--- config.mk ---
export PLATFORM = sky130hd
export DESIGN_NAME = nco_hop_ctrl
export DESIGN_NICKNAME = d
export VERILOG_FILES = /design/src/rtl/nco_hop_pkg.sv /design/src/rtl/nco_holdoff.sv /design/src/rtl/nco_phase_acc.sv /design/src/rtl/nco_att_shift.sv /design/src/rtl/nco_hop_ctrl.sv
export SDC_FILE = /design/constraint.sdc
export NUM_CORES = 1
export LEC_CHECK = 0
export BUFFER_PORTS_ARGS = -buffer_cell sky130_fd_sc_hd__buf_2
export CAP_MARGIN = 15
export CORE_MARGIN = 2
export CORE_UTILIZATION = 45
export CTS_CLUSTER_DIAMETER = 200
export DETAILED_ROUTE_END_ITERATION = 10
export GPL_ROUTABILITY_DRIVEN = 1
export PLACE_DENSITY_LB_ADDON = 0.25
export SLEW_MARGIN = 20
export SYNTH_ARGS = -nofsm -noshare
export SYNTH_HDL_FRONTEND = slang
export SYNTH_HIERARCHICAL = 1
export SYNTH_SLANG_ARGS = --single-unit
--- constraint.sdc ---
create_clock -name clk -period 2.7 [get_ports clk]
set_input_delay 0 -clock clk [delete_from_list [all_inputs] [get_ports clk]]
set_output_delay 0 -clock clk [all_outputs]
set_load 0.05 [all_outputs]
--- src/rtl/nco_hop_pkg.sv ---
package nco_hop_pkg;
   localparam int unsigned ACC_W  = 32;
   localparam int unsigned PH_W   = 16;
   localparam int unsigned CNT_W  = 16;
   localparam int unsigned SMP_W  = 16;
   localparam int unsigned NSTEP  = 4;
   typedef logic [PH_W-1:0] phase_t;
endpackage

--- src/rtl/nco_holdoff.sv ---
module nco_holdoff #(
   parameter int unsigned DW    = 16,
   parameter int unsigned CNT_W = 16
) (
   input  logic             clk,
   input  logic             rst_n,
   input  logic             sync_i,
   input  logic             wr_i,
   input  logic [DW-1:0]    wdata_i,
   input  logic [CNT_W-1:0] hold_i,
   output logic [DW-1:0]    act_o
);
   logic [DW-1:0]    stage_q;
   logic [CNT_W-1:0] cnt_q;
   logic             fire;

   assign fire = !sync_i && (cnt_q == CNT_W'(1));

   always_ff @(posedge clk or negedge rst_n) begin
      if (!rst_n) begin
         stage_q <= '0;
         cnt_q   <= '0;
         act_o   <= '0;
      end else begin
         if (wr_i)
            stage_q <= wdata_i;
         if (sync_i)
            cnt_q <= hold_i;
         else if (cnt_q != '0)
            cnt_q <= cnt_q - CNT_W'(1);
         if (fire)
            act_o <= stage_q;
      end
   end
endmodule

--- src/rtl/nco_phase_acc.sv ---
module nco_phase_acc #(
   parameter int unsigned ACC_W = 32
) (
   input  logic             clk,
   input  logic             rst_n,
   input  logic             clr_i,
   input  logic [ACC_W-1:0] step_i,
   output logic [ACC_W-1:0] acc_o
);
   always_ff @(posedge clk or negedge rst_n) begin
      if (!rst_n)
         acc_o <= '0;
      else if (clr_i)
         acc_o <= '0;
      else
         acc_o <= acc_o + step_i;
   end
endmodule

--- src/rtl/nco_att_shift.sv ---
module nco_att_shift #(
   parameter int unsigned SMP_W = 16,
   parameter int unsigned NSTEP = 4,
   localparam int unsigned SEL_W = (NSTEP > 1) ? $clog2(NSTEP) : 1
) (
   input  logic [SEL_W-1:0]        sel_i,
   input  logic signed [SMP_W-1:0] samp_i,
   output logic signed [SMP_W-1:0] samp_o
);
   logic signed [SMP_W-1:0] tap [NSTEP];

   for (genvar k = 0; k < NSTEP; k++) begin : g_tap
      assign tap[k] = samp_i >>> (k + 1);
   end

   always_comb begin
      samp_o = tap[0];
      for (int j = 0; j < NSTEP; j++)
         if (sel_i == SEL_W'(j))
            samp_o = tap[j];
   end
endmodule

--- src/rtl/nco_hop_ctrl.sv ---
module nco_hop_ctrl
   import nco_hop_pkg::*;
#(
   parameter int unsigned P_ACC_W = ACC_W,
   parameter int unsigned P_PH_W  = PH_W,
   parameter int unsigned P_CNT_W = CNT_W,
   parameter int unsigned P_SMP_W = SMP_W,
   parameter int unsigned P_NSTEP = NSTEP,
   localparam int unsigned SEL_W  = (P_NSTEP > 1) ? $clog2(P_NSTEP) : 1
) (
   input  logic                   clk,
   input  logic                   rst_n,
   input  logic                   sync_in,
   input  logic                   clr_on_sync,
   input  logic                   freq_wr,
   input  logic [P_ACC_W-1:0]     freq_wdata,
   input  logic [P_CNT_W-1:0]     freq_hold,
   input  logic                   offs_wr,
   input  logic [P_PH_W-1:0]      offs_wdata,
   input  logic [P_CNT_W-1:0]     offs_hold,
   input  logic [SEL_W-1:0]       scale_sel,
   input  logic signed [P_SMP_W-1:0] samp_in,
   output logic [P_PH_W-1:0]      phase_out,
   output logic signed [P_SMP_W-1:0] samp_out
);
   if (P_ACC_W < P_PH_W) begin : g_bad_acc
      $error("accumulator narrower than phase word");
   end
   if (P_NSTEP < 1 || P_NSTEP >= P_SMP_W) begin : g_bad_step
      $error("attenuation step count out of range");
   end

   logic [P_ACC_W-1:0] freq_act;
   logic [P_PH_W-1:0]  offs_act;
   logic [P_ACC_W-1:0] acc_q;

   nco_holdoff #(.DW(P_ACC_W), .CNT_W(P_CNT_W)) u_freq (
      .clk(clk), .rst_n(rst_n), .sync_i(sync_in), .wr_i(freq_wr),
      .wdata_i(freq_wdata), .hold_i(freq_hold), .act_o(freq_act));

   nco_holdoff #(.DW(P_PH_W), .CNT_W(P_CNT_W)) u_offs (
      .clk(clk), .rst_n(rst_n), .sync_i(sync_in), .wr_i(offs_wr),
      .wdata_i(offs_wdata), .hold_i(offs_hold), .act_o(offs_act));

   nco_phase_acc #(.ACC_W(P_ACC_W)) u_acc (
      .clk(clk), .rst_n(rst_n), .clr_i(sync_in && clr_on_sync),
      .step_i(freq_act), .acc_o(acc_q));

   assign phase_out = acc_q[P_ACC_W-1 -: P_PH_W] + offs_act;

   nco_att_shift #(.SMP_W(P_SMP_W), .NSTEP(P_NSTEP)) u_att (
      .sel_i(scale_sel), .samp_i(samp_in), .samp_o(samp_out));
endmodule

# Yosys cells after proc, flatten, opt, wreduce, memory -nomap -nowiden
# Index checks and enable logic that the tools add are counted.
op_classes:
  mux: 8
  addsub: 4
  eq_ne: 5
  n_reduce_logical: 8
ops:
  columns: ["cell", "count"]
  rows:
  - ["$mux 16", 4]
  - ["$mux 14", 3]
  - ["$add 32x32->32", 1]
  - ["$eq 16x1->1 const B", 2]
  - ["$mux 32", 1]
  - ["$reduce_bool 16->1", 2]
  - ["$sub 16x1->16 const B", 2]
  - ["$add 16x16->16", 1]
  - ["$eq 2x2->1 const B", 2]
  - ["$reduce_bool 2->1", 2]
  - ["$logic_and 1x1->1", 3]
  - ["$eq 2x1->1 const B", 1]
  - ["$logic_not 1->1", 1]
totals:
  ff_bits: 160
  inputBits: 104

# Depth between registers and ports, before layout
# Gate-level depths: netlist of the first run.
logic_depth:
  ltp_word: 4
  depth_mapped: 9
  mapped_depth_nobuf: 9

# By module
# The synthesis of the first run kept the hierarchy.
by_module_without_submodules:
  columns: ["mod", "cells_per_inst", "seq_area_each_um2", "n_inst", "area_per_inst_um2"]
  rows:
  - ["nco_holdoff at u_freq", 238, 2001.9, 1, 3510.9]
  - ["nco_phase_acc", 350, 800.8, 1, 2899.0]
  - ["nco_holdoff at u_offs", 168, 1201.2, 1, 2220.9]
  - ["nco_hop_ctrl", 99, 0.0, 1, 730.7]
  - ["nco_att_shift", 21, 0.0, 1, 374.1]

# Worst setup path after synthesis of the first run
# Ideal clock, no wire load.
synth_path:
  path_kind: "register -> output"
  startpoint: "reg u_offs.act_o[0]"
  endpoint: "out phase_out[10]"
  arrival_time_ns: 2.704
  path_stages_with_launch: 7
  path_buffers: 0
  setup_slack_ns: -0.004
  cell_sequence: "dfrtp_1 -> ha_1 -> fa_1 -> a21o_2 -> a311oi_2 -> nor3_1 -> nor3_1"
synth_via:
  elab_chain_cells: 1
synth_lines:
  columns: ["element", "line", "text"]
  rows:
  - ["start: declaration", "nco_holdoff.sv:11", "output logic [DW-1:0] act_o"]
  - ["start signal: assignment", "nco_holdoff.sv:32", "act_o <= stage_q;"]
  - ["$add 16x16->16", "nco_hop_ctrl.sv:49", "assign phase_out = acc_q[P_ACC_W-1 -: P_PH_W] + offs_act;"]
  - ["end: declaration", "nco_hop_ctrl.sv:23", "output logic [P_PH_W-1:0] phase_out,"]
# Every way passes these cells.

# Worst setup path after layout of the first run
layout_path:
  startpoint: "reg u_acc.acc_o[16]"
  endpoint: "out phase_out[14]"
layout_via:
  elab_chain_cells: 1
layout_lines:
  columns: ["element", "line", "text"]
  rows:
  - ["start: declaration", "nco_phase_acc.sv:8", "output logic [ACC_W-1:0] acc_o"]
  - ["start signal: assignment", "nco_phase_acc.sv:16", "acc_o <= acc_o + step_i;"]
  - ["$add 16x16->16", "nco_hop_ctrl.sv:49", null]
# Every way passes these cells.

==> results of run 1 <==
synth_stat cells (14+ instances only):
cell type / count
dfrtp_1: 160
mux2_2: 61
a21oi_1: 60
nand2_1: 56
ha_1: 50
nor2_1: 42
mux2_4: 40
o21ai_0: 38
xnor2_1: 32
nor3_1: 25
clkbuf_1: 21
nor2b_1: 19
nand4_1: 18
a21o_1: 17
inv_1: 15
nand3_1: 14
xor2_1: 14
layer usage:
| metal | GRT usage | vias to the layer above | part of all wire |
|---|---|---|---|
| met5 | 0 | - | 0 |
| met4 | 0.0612 | 0 | 0.012 |
| met3 | 0.0352 | 21 | 0.045 |
| met2 | 0.313 | 160 | 0.46 |
| met1 | 0.275 | 3599 | 0.49 |
| li1 | - | 3672 | - |
repair_timing:
item                       in CTS  in global routing
pin swaps                       2                  2
hold buffers                   81                  0
setup endpoints to repair       4                  5
resized for setup               9                  3
hold endpoints to repair      149                  0
setup buffers                   2                  2
power breakdown:
part           switching (mW)  total (mW)  internal, mW
combinational           0.393       0.778         0.385
clock                   0.977        2.19          1.21
sequential              0.133        2.66          2.53
cell families after synthesis:
logic type | count (synthesis) | share of synthesized area
simple gates | 235 | 0.139
flops | 160 | 0.411
fa+ha+maj | 52 | 0.0684
compound gates | 206 | 0.140
xor+xnor | 46 | 0.0414
buf+inv | 54 | 0.0278
mux | 123 | 0.173
critical path, delay by kind of cell, from the launching register on:
kind                     cells  cell delay [ns]
flip-flops                   1             0.42
adder cells (fa/ha/maj)      2             0.57
buffers and inverters        1             0.23
AND/OR/NAND/NOR              1             0.11
AO/OA/AOI/OAI                3             0.81
XOR/XNOR                     1             0.18
worst paths after layout:
check	start	endpoint	slack, ns	cells after the start
max	u_acc/acc_o[16]$_DFF_PN0_	phase_out[14]	-0.03	8
min	sync_in	u_freq/cnt_q[8]$_DFFE_PN0P_	0.04	3
max reg2reg	u_freq/act_o[0]$_DFFE_PN0P_	u_acc/acc_o[30]$_DFF_PN0_	0.20	9
min reg2reg	u_freq/stage_q[3]$_DFFE_PN0P_	u_freq/act_o[3]$_DFFE_PN0P_	0.50	1
max in group asynchronous	rst_n	u_freq/act_o[22]$_DFFE_PN0P_	1.80	3
min in group asynchronous	rst_n	u_freq/cnt_q[11]$_DFFE_PN0P_	0.16	2
per-stage QoR:
step                hold slack (ns)  setup TNS [ns]
global placement             0.0759               0
floorplan                    -0.296               0
CTS                          0.0276               0
global route                 0.0855          -0.199
detailed placement           0.0793               0
finish                       0.0403         -0.0308
layout make-up:
type                    count  area [sq um]
clock buffers              22           464
clock inverters            10          63.8
fillers                  1837          9060
inverters                  15          56.3
multi-input cells         662          5510
flip-flops and latches    160          4000
well taps                 275           344
repair buffers            231          1650
registers in the layout (all words and copies together) (netlist names):
register / flops
u_offs/cnt_q: 16
u_acc/acc_o: 32
u_offs/act_o: 16
u_freq/stage_q: 32
u_freq/cnt_q: 16
u_freq/act_o: 32
u_offs/stage_q: 16
==> reports/results.tsv, run 1 <==
metric	value	unit
drc	0	
fin_util	0.572	
die_w	151	um
final_cell_area	12100	sq um
clk_path_buf_depth	2	
stdcell_count	1375	
grt_pass1_vias	7232	
ir_drop	0.000348	V
netlist_instances	876	
initial_core_util	0.460	
cts_tree	built	
grt.overflow.total	0	
wire_per_inst	15.7	um
core-area	21200	sq um
synthTopCellsByArea	dfrtp_1, mux2_2, ha_1	
finalHoldViolations	0	
yosysTopAreaCell	dfrtp_1	
insertedDiodeCount	0	
synth_ff_type	dfrtp_1	
synthesis.area	9740	sq um
arrival	2.73	ns
synth_edf_count	0	
drive_above_1_share	0.294	
synth_top_area_share	0.411	
crit_fanout	3	
die_height	151	um
track_usage	0.197	
die_area	22800	sq um
drt-initial-drc-count	449	
dp_cells	1258	
min_period	2.73	ns
powerDensity	466	nW/um^2
hold_path_class	input port to flip-flop	
yosys_warnings	6	
grt_max_degree	74	
layout_common_cells	dfrtp_1, buf_2, dlygate4sd3_1	
routed_wl	21.6	mm
finClkSkew	0.0114	ns
max_stage_delay	0.42	ns
avgSynthCellArea	11.1	sq um
rows	53	
rsz0062_at_grt	yes	
cts_root_buf	clkbuf_16	
num_vias	7452	
slew_violations	0	
final_nets	1243	
crit_required	2.70	ns
htreeDepth	4	
area_delta_synth_final	24.2	%
cp-start-kind	flip-flop	
outcome	finished, violations left	
syn_nets	1032	
slowest_stage	dfrtp_1	
ioPinCount	136	
fmax	366	MHz
clk_pin_slew	0.06	ns
final_common_cell	dfrtp_1	
viasPerCell	5.42	
ys_types	83	
slew_headroom	0.472	
worst_pin_slew	0.785	ns
synthArstFlopShare	1.00	
place_area	10700	sq um
end_kind	output pin	
yosysSeqAreaShare	0.411	
fin_crit_sh	1.01	
gp_congestion	0.827	
antenna_found_initial	0	
dpl.hpwl	15.2	mm
final_antenna_net_count	0	
setup_ws	-0.0308	ns
violations	negative setup slack	
clock_latency	0.44	ns
cts.sinks	160	
worst-setup-path-type	flip-flop to output pin	
leakage	5.72	nW
cts_buffers	17	
power	5.63	mW
cp_cell_sequence	ha_2, fa_2, a21o_4, a311oi_4, nor3b_1, a211oi_1, xnor2_1, buf_4	
maxCapViolCount	0	
drt_pass1_iterations	5	
ys_ff_latch	160	
grt_pass1_wl	35.4	mm
numPortBuffers	134	
setup_viol	1	
place_ws	0.168	ns
No activity file was read; power rests on OpenSTA's default activity.
==> run 2, diff against run 1 <==
ABC_AREA = 1   (was not set)
CELL_PAD_IN_SITES_DETAIL_PLACEMENT = 1   (was not set)
CELL_PAD_IN_SITES_GLOBAL_PLACEMENT = 1   (was not set)
CORE_UTILIZATION = 43   (was 45)
==> reports/results.tsv, run 2 <==
metric	value	unit	change
outcome	complete, no violations		
ys_types	44		-47%
arrival	2.40	ns	-0.33 ns
maxCapViolCount	0		unchanged
post-synth-top-count-cell	nand2_1		
fmax	417	MHz	+14%
num_vias	10500		+40%
fin_util	0.531		-0.0404
powerDensity	452	nW/um^2	-2.9%
max_stage_delay	0.44	ns	+0.02 ns
cp-start-kind	flip-flop		
crit_fanout	3		unchanged
finClkSkew	0.0177	ns	+0.00635 ns
synth_ff_type	dfrtp_1		
grt_pass1_wl	54.3	mm	+53%
initial_core_util	0.435		-0.0248
final_antenna_net_count	0		unchanged
whs_path_depth	3		unchanged
grt_pass1_vias	11200		+55%
antenna_found_initial	0		unchanged
syn_nets	1703		+65%
synthTopCellsByArea	dfrtp_1, nand2_1, inv_1		
viasPerCell	4.98		-8.1%
netlist_instances	1547		+77%
ir_drop	0.000288	V	-17%
largestRegisters	u_acc/acc_o (32), u_freq/act_o (32), u_freq/stage_q (32)		
leakage	7.44	nW	+30%
slowest_stage	fa_1		
crit_buf_inv	1		unchanged
area_delta_synth_final	22.0	%	
setup_viol	0		-1
ioPinCount	136		unchanged
wire_per_inst	15.6	um	-1.0%
fin_tns_setup	0	ns	+0.0308 ns
synthesis.area	10900	sq um	+12%
avgSynthCellArea	7.03	sq um	-37%
grt_max_degree	65		-12%
finalHoldViolations	0		unchanged
crit_required	2.70	ns	about the same
die_area	26600	sq um	+16%
fin_crit_sh	0.888		-0.123
drc	0		unchanged
crit_cells	10		+2
die_w	163	um	+7.9%
min_period	2.40	ns	-0.332 ns
drt-initial-drc-count	369		-18%
final_nets	1911		+54%
cts.sinks	160		unchanged
worst_pin_slew	0.961	ns	+0.175 ns
cts_tree	built		
yosysSeqAreaShare	0.368		-0.0429
synth_common_cells	nand2_1, inv_1, dfrtp_1, nor2_1, o21ai_0		
synthArstFlopShare	1.00		unchanged
cts_root_buf	clkbuf_16		
crit_family	adder cells		
clock_latency	0.44	ns	about the same
htreeDepth	4		unchanged
cts_buffers	17		unchanged
dpl.hpwl	23.4	mm	+53%
cp_cell_sequence	ha_1, fa_1, nand2_1, nand2_1, nand3b_1, nand2_2, nand2_1, nand3_1, nand2_1, buf_2		
synth_edf_count	0		unchanged
layout_common_cells	nand2_1, inv_1, dfrtp_1		
die_height	163	um	+7.9%
cts_resized	0		-9
end_kind	output pin		
ys_ff_latch	160		unchanged
slew_headroom	0.360		-0.112
postCtsSetupRepairBufs	0		-2
synth_top_area_share	0.368		-0.0429
routed_wl	32.7	mm	+51%
rows	58		+9.4%
worst-setup-path-type	flip-flop to output pin		
grt.overflow.total	0		unchanged
drt_pass1_iterations	4		-1
drive_above_1_share	0.178		-0.115
clk_path_buf_depth	2		unchanged
hold_path_class	input port to flip-flop		
r2r_cells	12		+3
numPortBuffers	134		unchanged
yosys_warnings	6		unchanged
rsz0062_at_grt	no		
insertedDiodeCount	0		unchanged
core-area	25000	sq um	+18%
clk_pin_slew	0.07	ns	about the same
gp_congestion	0.889		+7.5%
final_common_cell	nand2_1		
cp_common_cell	nand2_1		
slew_violations	0		unchanged
yosysTopAreaCell	dfrtp_1		
track_usage	0.257		+0.0600
-- run 2: kinds of logic (layout without fill, tap and decap cells) --
logic type	after synthesis	in the layout	synth area share
AO/OA/AOI/OAI	204	204	0.115
adder cells (fa/ha/maj)	52	52	0.0612
flip-flops	160	160	0.368
buffers and inverters	287	508	0.108
XOR/XNOR	17	17	0.0137
AND/OR/NAND/NOR	827	827	0.334
-- run 2: layout make-up --
type	instances	area, sq um
Timing Repair Buffer	222	1580
Fill cell	3273	11700
Sequential cell	160	4000
Multi-Input combinational cell	1100	5690
Clock buffer	19	443
Inverter	254	956
Clock inverter	13	175
Tap cell	330	413
-- run 2: what timing repair did --
action	4_1_cts	5_1_grt
hold buffers	83	0
endpoints found under the setup margin	0	0
endpoints found under the hold margin	174	0
-- run 2: worst paths after layout --
kind	start	to	slack (ns)
min in group asynchronous	rst_n	u_offs/stage_q[12]$_DFFE_PN0P_	0.08
max in group asynchronous	rst_n	u_freq/act_o[4]$_DFFE_PN0P_	1.85
setup reg to reg	u_freq/act_o[0]$_DFFE_PN0P_	u_acc/acc_o[28]$_DFF_PN0_	0.54
hold reg to reg	u_freq/act_o[27]$_DFFE_PN0P_	u_freq/act_o[27]$_DFFE_PN0P_	0.50
hold / removal	sync_in	u_freq/cnt_q[15]$_DFFE_PN0P_	0.02
setup / recovery	u_acc/acc_o[16]$_DFF_PN0_	phase_out[10]	0.30
-- run 2: report_power, final --
group / switching [mW] / internal (mW) / total (mW)
clock network: 1.09 / 1.50 / 2.60
registers: 0.0836 / 2.51 / 2.60
logic: 0.512 / 0.295 / 0.807
total: 1.69 / 4.31 / 6.00
-- run 2: metrics by stage --
stage / cells / worst slack [ns] / hold slack, ns / cell area [sq um] / power, mW
2_1_floorplan: 1547 / 0.615 / -0.296 / 10900 / 3.07
3_3_place_gp: 1983 / 0.660 / -0.00543 / 11800 / 3.32
3_5_place_dp: 1983 / 0.533 / -0.00391 / 11800 / 3.35
4_1_cts: 2098 / 0.249 / 0.00166 / 13300 / 6.06
5_1_grt: 2098 / 0.140 / 0.0306 / 13300 / 6.25
6_report: 2098 / 0.301 / 0.0214 / 13300 / 6.00
-- run 2: worst min-delay path, stage by stage --
cell and delay [ns]:
buf_2 0.24, nand2_1 0.11, nand2_1 0.06
-- run 2: layer usage --
layer / routed length, um / vias up / share of wire / global-route usage
met5: 0 / - / 0 / 0
met1: 13800 / 5013 / 0.42 / 0.304
li1: - / 5208 / - / -
met2: 17100 / 178 / 0.52 / 0.478
met4: 933 / 0 / 0.029 / 0.0933
met3: 883 / 55 / 0.027 / 0.0280
